$ cat config.mk
export PLATFORM = sky130hd
export DESIGN_NAME = spif_wr_ctrl
export DESIGN_NICKNAME = d
export VERILOG_FILES = /design/src/rtl/spif_cmd_pkg.sv /design/src/rtl/spif_sync.sv /design/src/rtl/spif_frame_rx.sv /design/src/rtl/spif_cmd_exec.sv /design/src/rtl/spif_wr_ctrl.sv
export SDC_FILE = /design/constraint.sdc
export NUM_CORES = 1
export LEC_CHECK = 0
export BUFFER_PORTS_ARGS = -buffer_cell sky130_fd_sc_hd__buf_2
export CAP_MARGIN = 40
export CORE_ASPECT_RATIO = 0.75
export CORE_MARGIN = 2
export CORE_UTILIZATION = 52
export DETAILED_ROUTE_END_ITERATION = 7
export PLACE_DENSITY = 0.78
export SLEW_MARGIN = 40
export SYNTH_ARGS = -nofsm -noshare
export SYNTH_HDL_FRONTEND = slang
export SYNTH_SLANG_ARGS = --single-unit
$ cat constraint.sdc
create_clock -name clk -period 2.1 [get_ports clk]
set_input_delay 0.315 -clock clk [delete_from_list [all_inputs] [get_ports clk]]
set_output_delay 0.315 -clock clk [all_outputs]
set_load 0.03 [all_outputs]
$ cat src/rtl/spif_cmd_pkg.sv
package spif_cmd_pkg;
  localparam logic [7:0] OP_WREN = 8'h06;
  localparam logic [7:0] OP_WRDI = 8'h04;
  localparam logic [7:0] OP_ARM  = 8'h50;
  localparam logic [7:0] OP_SRWR = 8'h01;
  localparam logic [7:0] OP_AAI  = 8'hAF;

  localparam int BIT_WEL = 1;
  localparam int BIT_AAI = 6;
  localparam int BP_LO   = 2;
  localparam int BP_HI   = 5;

  localparam int OP_BITS   = 8;
  localparam int LONG_BITS = 2 * OP_BITS;
  localparam int CNT_W     = $clog2(LONG_BITS + 1) + 1;

  typedef struct packed {
    logic [OP_BITS-1:0] op;
    logic [OP_BITS-1:0] data;
    logic [CNT_W-1:0]   nbits;
  } frame_t;
endpackage

$ cat src/rtl/spif_sync.sv
module spif_sync #(
  parameter int          W       = 3,
  parameter int          STAGES  = 2,
  parameter logic [W-1:0] RST_VAL = '0
) (
  input  logic         clk,
  input  logic         rst_n,
  input  logic [W-1:0] d_i,
  output logic [W-1:0] q_o
);
  logic [W-1:0] stage_q [STAGES];

  for (genvar s = 0; s < STAGES; s++) begin : g_stage
    logic [W-1:0] stage_d;
    if (s == 0) begin : g_first
      assign stage_d = d_i;
    end else begin : g_rest
      assign stage_d = stage_q[s-1];
    end
    always_ff @(posedge clk or negedge rst_n) begin
      if (!rst_n) stage_q[s] <= RST_VAL;
      else        stage_q[s] <= stage_d;
    end
  end

  assign q_o = stage_q[STAGES-1];
endmodule

$ cat src/rtl/spif_frame_rx.sv
module spif_frame_rx
  import spif_cmd_pkg::*;
(
  input  logic   clk,
  input  logic   rst_n,
  input  logic   sck_s,
  input  logic   cs_n_s,
  input  logic   si_s,
  output logic   frame_done,
  output frame_t frame
);
  localparam logic [CNT_W-1:0] CNT_MAX = '1;

  logic                 sck_d_q, sck_d_n;
  logic                 cs_d_q,  cs_d_n;
  logic [LONG_BITS-1:0] sh_q,    sh_n;
  logic [CNT_W-1:0]     cnt_q,   cnt_n;
  logic                 sck_rise, cs_rise;

  assign sck_rise = sck_s & ~sck_d_q & ~cs_n_s;
  assign cs_rise  = cs_n_s & ~cs_d_q;

  always_comb begin
    sck_d_n = sck_s;
    cs_d_n  = cs_n_s;
    sh_n    = sh_q;
    cnt_n   = cnt_q;
    if (cs_n_s) begin
      cnt_n = '0;
    end else if (sck_rise) begin
      sh_n = {sh_q[LONG_BITS-2:0], si_s};
      if (cnt_q != CNT_MAX) cnt_n = cnt_q + 1'b1;
    end
  end

  always_ff @(posedge clk or negedge rst_n) begin
    if (!rst_n) begin
      sck_d_q <= 1'b0;
      cs_d_q  <= 1'b1;
      sh_q    <= '0;
      cnt_q   <= '0;
    end else begin
      sck_d_q <= sck_d_n;
      cs_d_q  <= cs_d_n;
      sh_q    <= sh_n;
      cnt_q   <= cnt_n;
    end
  end

  always_comb begin
    frame_done  = cs_rise;
    frame.nbits = cnt_q;
    frame.data  = sh_q[OP_BITS-1:0];
    if (cnt_q == CNT_W'(LONG_BITS)) frame.op = sh_q[LONG_BITS-1:OP_BITS];
    else                            frame.op = sh_q[OP_BITS-1:0];
  end

  // the count restarts whenever chip-select is high
  p_cnt_idle_r4: assert property (@(posedge clk) disable iff (!rst_n)
    cs_n_s |=> (cnt_q == '0));
  // each rising serial clock inside a frame adds one bit
  p_cnt_step_r7: assert property (@(posedge clk) disable iff (!rst_n)
    (sck_rise && cnt_q != CNT_MAX) |=> (cnt_q == $past(cnt_q) + 1'b1));
endmodule

$ cat src/rtl/spif_cmd_exec.sv
module spif_cmd_exec
  import spif_cmd_pkg::*;
(
  input  logic       clk,
  input  logic       rst_n,
  input  logic       frame_done,
  input  frame_t     frame,
  input  logic       pe_done,
  output logic       wr_grant,
  output logic [7:0] status
);
  logic                 wel_q, wel_n;
  logic                 aai_q, aai_n;
  logic                 arm_q, arm_n;
  logic [BP_HI:BP_LO]   bp_q,  bp_n;
  logic                 len_ok, valid;
  logic                 is_srwr;

  assign is_srwr = (frame.op == OP_SRWR);
  assign len_ok  = is_srwr ? (frame.nbits == CNT_W'(LONG_BITS))
                           : (frame.nbits == CNT_W'(OP_BITS));
  assign valid   = frame_done & len_ok;

  always_comb begin
    wel_n = wel_q;
    aai_n = aai_q;
    arm_n = arm_q;
    bp_n  = bp_q;
    if (valid) begin
      arm_n = (frame.op == OP_ARM);
      unique case (frame.op)
        OP_WREN: wel_n = 1'b1;
        OP_WRDI: begin
          wel_n = 1'b0;
          aai_n = 1'b0;
        end
        OP_AAI:  if (wel_q) aai_n = 1'b1;
        OP_SRWR: if (arm_q) begin
          bp_n  = frame.data[BP_HI:BP_LO];
          wel_n = 1'b0;
        end
        default: ;
      endcase
    end
    if (pe_done) wel_n = 1'b0;
  end

  always_ff @(posedge clk or negedge rst_n) begin
    if (!rst_n) begin
      wel_q <= 1'b0;
      aai_q <= 1'b0;
      arm_q <= 1'b0;
      bp_q  <= '0;
    end else begin
      wel_q <= wel_n;
      aai_q <= aai_n;
      arm_q <= arm_n;
      bp_q  <= bp_n;
    end
  end

  always_comb begin
    status          = '0;
    status[BIT_WEL] = wel_q;
    status[BIT_AAI] = aai_q;
    status[BP_HI:BP_LO] = bp_q;
  end
  assign wr_grant = wel_q;


  p_wren_sets_r1: assert property (@(posedge clk) disable iff (!rst_n)
    (valid && frame.op == OP_WREN && !pe_done) |=> wr_grant);

  p_wrdi_clears_r2: assert property (@(posedge clk) disable iff (!rst_n)
    (valid && frame.op == OP_WRDI) |=> (!status[BIT_WEL] && !status[BIT_AAI]));

  p_pe_clear_r3: assert property (@(posedge clk) disable iff (!rst_n)
    pe_done |=> !wr_grant);

  p_bad_len_r4: assert property (@(posedge clk) disable iff (!rst_n)
    (frame_done && !len_ok && !pe_done) |=> ($stable(status) && $stable(arm_q)));

  p_srwr_r5: assert property (@(posedge clk) disable iff (!rst_n)
    (valid && is_srwr && arm_q) |=>
      (status[BP_HI:BP_LO] == $past(frame.data[BP_HI:BP_LO]) && !wr_grant));

  p_arm_once_r6: assert property (@(posedge clk) disable iff (!rst_n)
    (arm_q && valid && frame.op != OP_ARM) |=> !arm_q);

  p_aai_gate_r9: assert property (@(posedge clk) disable iff (!rst_n)
    (valid && frame.op == OP_AAI && !wel_q) |=> (status[BIT_AAI] == $past(status[BIT_AAI])));
endmodule

$ cat src/rtl/spif_wr_ctrl.sv
module spif_wr_ctrl
  import spif_cmd_pkg::*;
#(
  parameter int SYNC_STAGES = 2
) (
  input  logic       clk,
  input  logic       rst_n,
  input  logic       spi_sck,
  input  logic       spi_cs_n,
  input  logic       spi_si,
  output logic       spi_so,
  output logic       spi_so_oe,
  input  logic       pe_done,
  output logic       wr_grant,
  output logic [7:0] status
);
  logic [2:0] pins_s;
  logic       frame_done;
  frame_t     frame;

  spif_sync #(.W(3), .STAGES(SYNC_STAGES), .RST_VAL(3'b010)) u_sync (
    .clk   (clk),
    .rst_n (rst_n),
    .d_i   ({spi_sck, spi_cs_n, spi_si}),
    .q_o   (pins_s)
  );

  spif_frame_rx u_rx (
    .clk        (clk),
    .rst_n      (rst_n),
    .sck_s      (pins_s[2]),
    .cs_n_s     (pins_s[1]),
    .si_s       (pins_s[0]),
    .frame_done (frame_done),
    .frame      (frame)
  );

  spif_cmd_exec u_exec (
    .clk        (clk),
    .rst_n      (rst_n),
    .frame_done (frame_done),
    .frame      (frame),
    .pe_done    (pe_done),
    .wr_grant   (wr_grant),
    .status     (status)
  );

  assign spi_so    = 1'b0;
  assign spi_so_oe = 1'b0;
endmodule

==> flow_summary.toml <==
[timing]
period_share_pct = 105.0
whs_ns = 0.1181
slew_violations = 0
skew_ns = 0.006471
timing.final.ws_setup_ns = -0.1060
fmax_mhz = 453.3
final_hold_viol_count = 0
rsz0062_at_grt = "true"
period_minus_slack_ns = 2.206
setup_viol = 7

[clock_network]
path_clk_slew_ns = 0.07
ctsHtreeMaxLevel = 2
cts_tree = "done"
cts_sinks = 37
clk_latency_ns = 0.30
cts_buffers = 5
clockBufferDepth = 2
cts_root_buffer = "clkbuf_8"

[logic_synthesis]
synth-simple-area-share_pct = 14.94
synth_async_sr_flop_share_pct = 100.0
seq_area_frac_synth_pct = 53.11
synth_ff_type = "dfrtp_1"
yosysMostFrequentCell = "dfrtp_1"
ys_types = 43
synth_top_family_by_area = "multiplexers"
muxShareOfSynthArea_pct = 15.37
ys_warn_count = 0
synth_edf_count = 0
synth_top_area_share_pct = 48.61
avgSynthCellArea_um2 = 12.50
ys_seq_elements = 37
synth-compound-area-share_pct = 7.863
synth_cells = 140
syn-cell-area_um2 = 1750
synth_area_leaders = "dfrtp_1 (49%), mux2_2 (15%), dfstp_2 (4.5%)"
synth_fa_ha_area_share_pct = 1.430
yosys-top-cells-count = "dfrtp_1 (34), mux2_2 (23), nor2_1 (11), buf_4 (6), nand4_1 (5)"
synthXorXnorAreaFrac_pct = 2.502
yosys.area.top_type = "dfrtp_1"

[setup_path]
startpoint_type = "register"
critPathMaxFanout = 6
required_ns = 2.28
cp.arrival_ns = 2.39
cpPeakStageDelay_ns = 0.42
critical-path-slowest-cell = "or3b_4"
cp-end-kind = "register"
r2r_slack_ns = -0.11
critical_path_class = "register to register"
crit_chain = "inv_1 -> ha_1 -> or3b_4 -> o2111a_1 -> o2111a_2 -> o311a_1 -> o22a_1"

[drt]
wl_per_cell_um = 15.18
drc = 0
drtAntennaViolNets = 0
drt_first_pass_iters = 4
totalWireLength_mm = 3.264
routed_via_density = 5.498
drt_iter0_drc = 78
route.vias.total = 1182

[final_layout]
stdcell_area_um2 = 2147
final_cells = 215
drive_above_1_share_pct = 44.00
diodes = 0
nNetsFinal = 182
syn2layout_area_growth_pct = 22.66

[global_routing]
grt_util_met1_pct = 23.17
grt_max_degree = 38
grt_pass1_wl_mm = 5.561
grt_overflow = 0
use_met2_pct = 31.00
gr-usage-all-layers_pct = 19.89
antenna_found_initial = 0
busiest_layer = "met2"
grt_pass1_vias = 1211
globalRouteMet3Util_pct = 10.31

[die]
die-area_um2 = 3851
core_region_area_um2 = 3243
die_h_um = 54.25
die_x_um = 71.00
rows = 18
io_pins = 17
start_util_pct = 53.97

[run_status]
status = "finished, violations left"
violations = "negative setup slack"

[place]
dp_cells = 202
io_buffers = 12
gp_congestion = 0.9105
post-dp-hpwl_mm = 2.230
placed_area_um2 = 1936

[power_and_ir_drop]
p_leak_nw = 1.037
vdd_ir_drop_max_mv = 0.6598
p_per_area_nw_per_um2 = 863.5

[job]
drv_cap = 0

[min_path]
hold_path.class = "input port to register"
metrics by stage:
step	setup TNS [ns]	worst slack, ns	power, W	utilization (%)
after global placement	-0.4943	-0.09649	0.001218	59.68
after floorplan	-0.2115	-0.06074	0.001128	-
after detailed placement	-0.8315	-0.1496	0.001233	59.68
final	-0.3221	-0.1060	0.001854	66.20
after global routing	-0.9757	-0.2318	0.001966	66.20
after CTS	-0.3574	-0.09912	0.001862	64.81
registers in the layout, summed over array words and instances, names as in the netlist:
signal,cells
u_rx.sck_d_q,1
u_rx.sh_q,16
u_exec.aai_q,1
u_rx.cs_d_q,1
u_rx.cnt_q,6
u_sync.q_o,3
u_sync.g_stage.stage_d,3
u_exec.bp_q,4
u_exec.arm_q,1
u_exec.wr_grant,1
what timing repair did:
| action | in CTS | in global routing |
|---|---|---|
| pin swaps | 1 | 3 |
| hold buffers | 0 | 1 |
| hold endpoints to repair | 0 | 34 |
| gates resized for setup | 7 | 5 |
| buffers inserted | 2 | 2 |
| setup endpoints to repair | 7 | 7 |
cells by family after synthesis:
logic type | count (synthesis)
simple gates | 43
flops | 37
mux | 24
compound gates | 15
buf+inv | 13
xor+xnor | 5
fa+ha+maj | 2
other cells | 1
cell type report:
| type | count | area [um^2] |
|---|---|---|
| Fill cell | 247 | 1096 |
| Sequential cell | 37 | 929.6 |
| Multi-Input combinational cell | 93 | 798.3 |
| Timing Repair Buffer | 35 | 250.2 |
| Clock buffer | 6 | 72.57 |
| Tap cell | 40 | 50.05 |
| Clock inverter | 2 | 38.79 |
| Inverter | 2 | 7.507 |
power breakdown:
part / internal, W / leakage, nW / switching, W
Combinational: 0.000173 / 0.500 / 0.000157
Clock: 0.000356 / 0.0554 / 0.000254
Sequential: 0.000801 / 0.482 / 0.000113
routing by layer:
metal / part of all wire [%] / vias to the layer above
li1: - / 573
met1: 46 / 579
met2: 47 / 25
met3: 5.9 / 5
met4: 1.4 / 0
met5: 0 / -
path summary, 6_finish.rpt:
check / start / to / cells after the start
min: spi_cs_n / u_sync.g_stage[1].stage_d[1] / 1
max reg2reg: u_rx.cnt_q[0] / u_exec.wr_grant / 7
max in group asynchronous: rst_n / u_sync.q_o[1] / 2
min in group asynchronous: rst_n / u_rx.sh_q[4] / 2
min reg2reg: u_sync.g_stage[1].stage_d[1] / u_sync.q_o[1] / 0
max: u_rx.cnt_q[0] / u_exec.wr_grant / 7
critical path, delay by kind of cell (launching register included):
family	cells	cell delay [ns]
and+or+nand+nor	1	0.42
DFF	1	0.39
AOI/OAI and AO/OA	4	1.10
adders and majority gates	1	0.13
buffers and inverters	1	0.06
cells in the final DEF (no fill, tap or decap), types with 2 or more instances in the layout:
master    Yosys  final
and3_1        2      2
nor3_1        2      2
buf_4         6     22
o2111a_1      3      2
nand2b_1      2      2
dfstp_2       3      3
xor2_1        4      4
mux2_4        0      4
nor2_1       11     11
nand4b_1      2      2
nor4b_1       2      2
buf_2         1     11
ha_1          2      2
nand2_1       4      4
conb_1        1      4
mux2_2       23     19
dfrtp_1      34     34
nor3b_1       3      2
nor4_1        2      2
nand4_1       5      5
clkbuf_8      0      5
(Power assumes the default switching activity.)
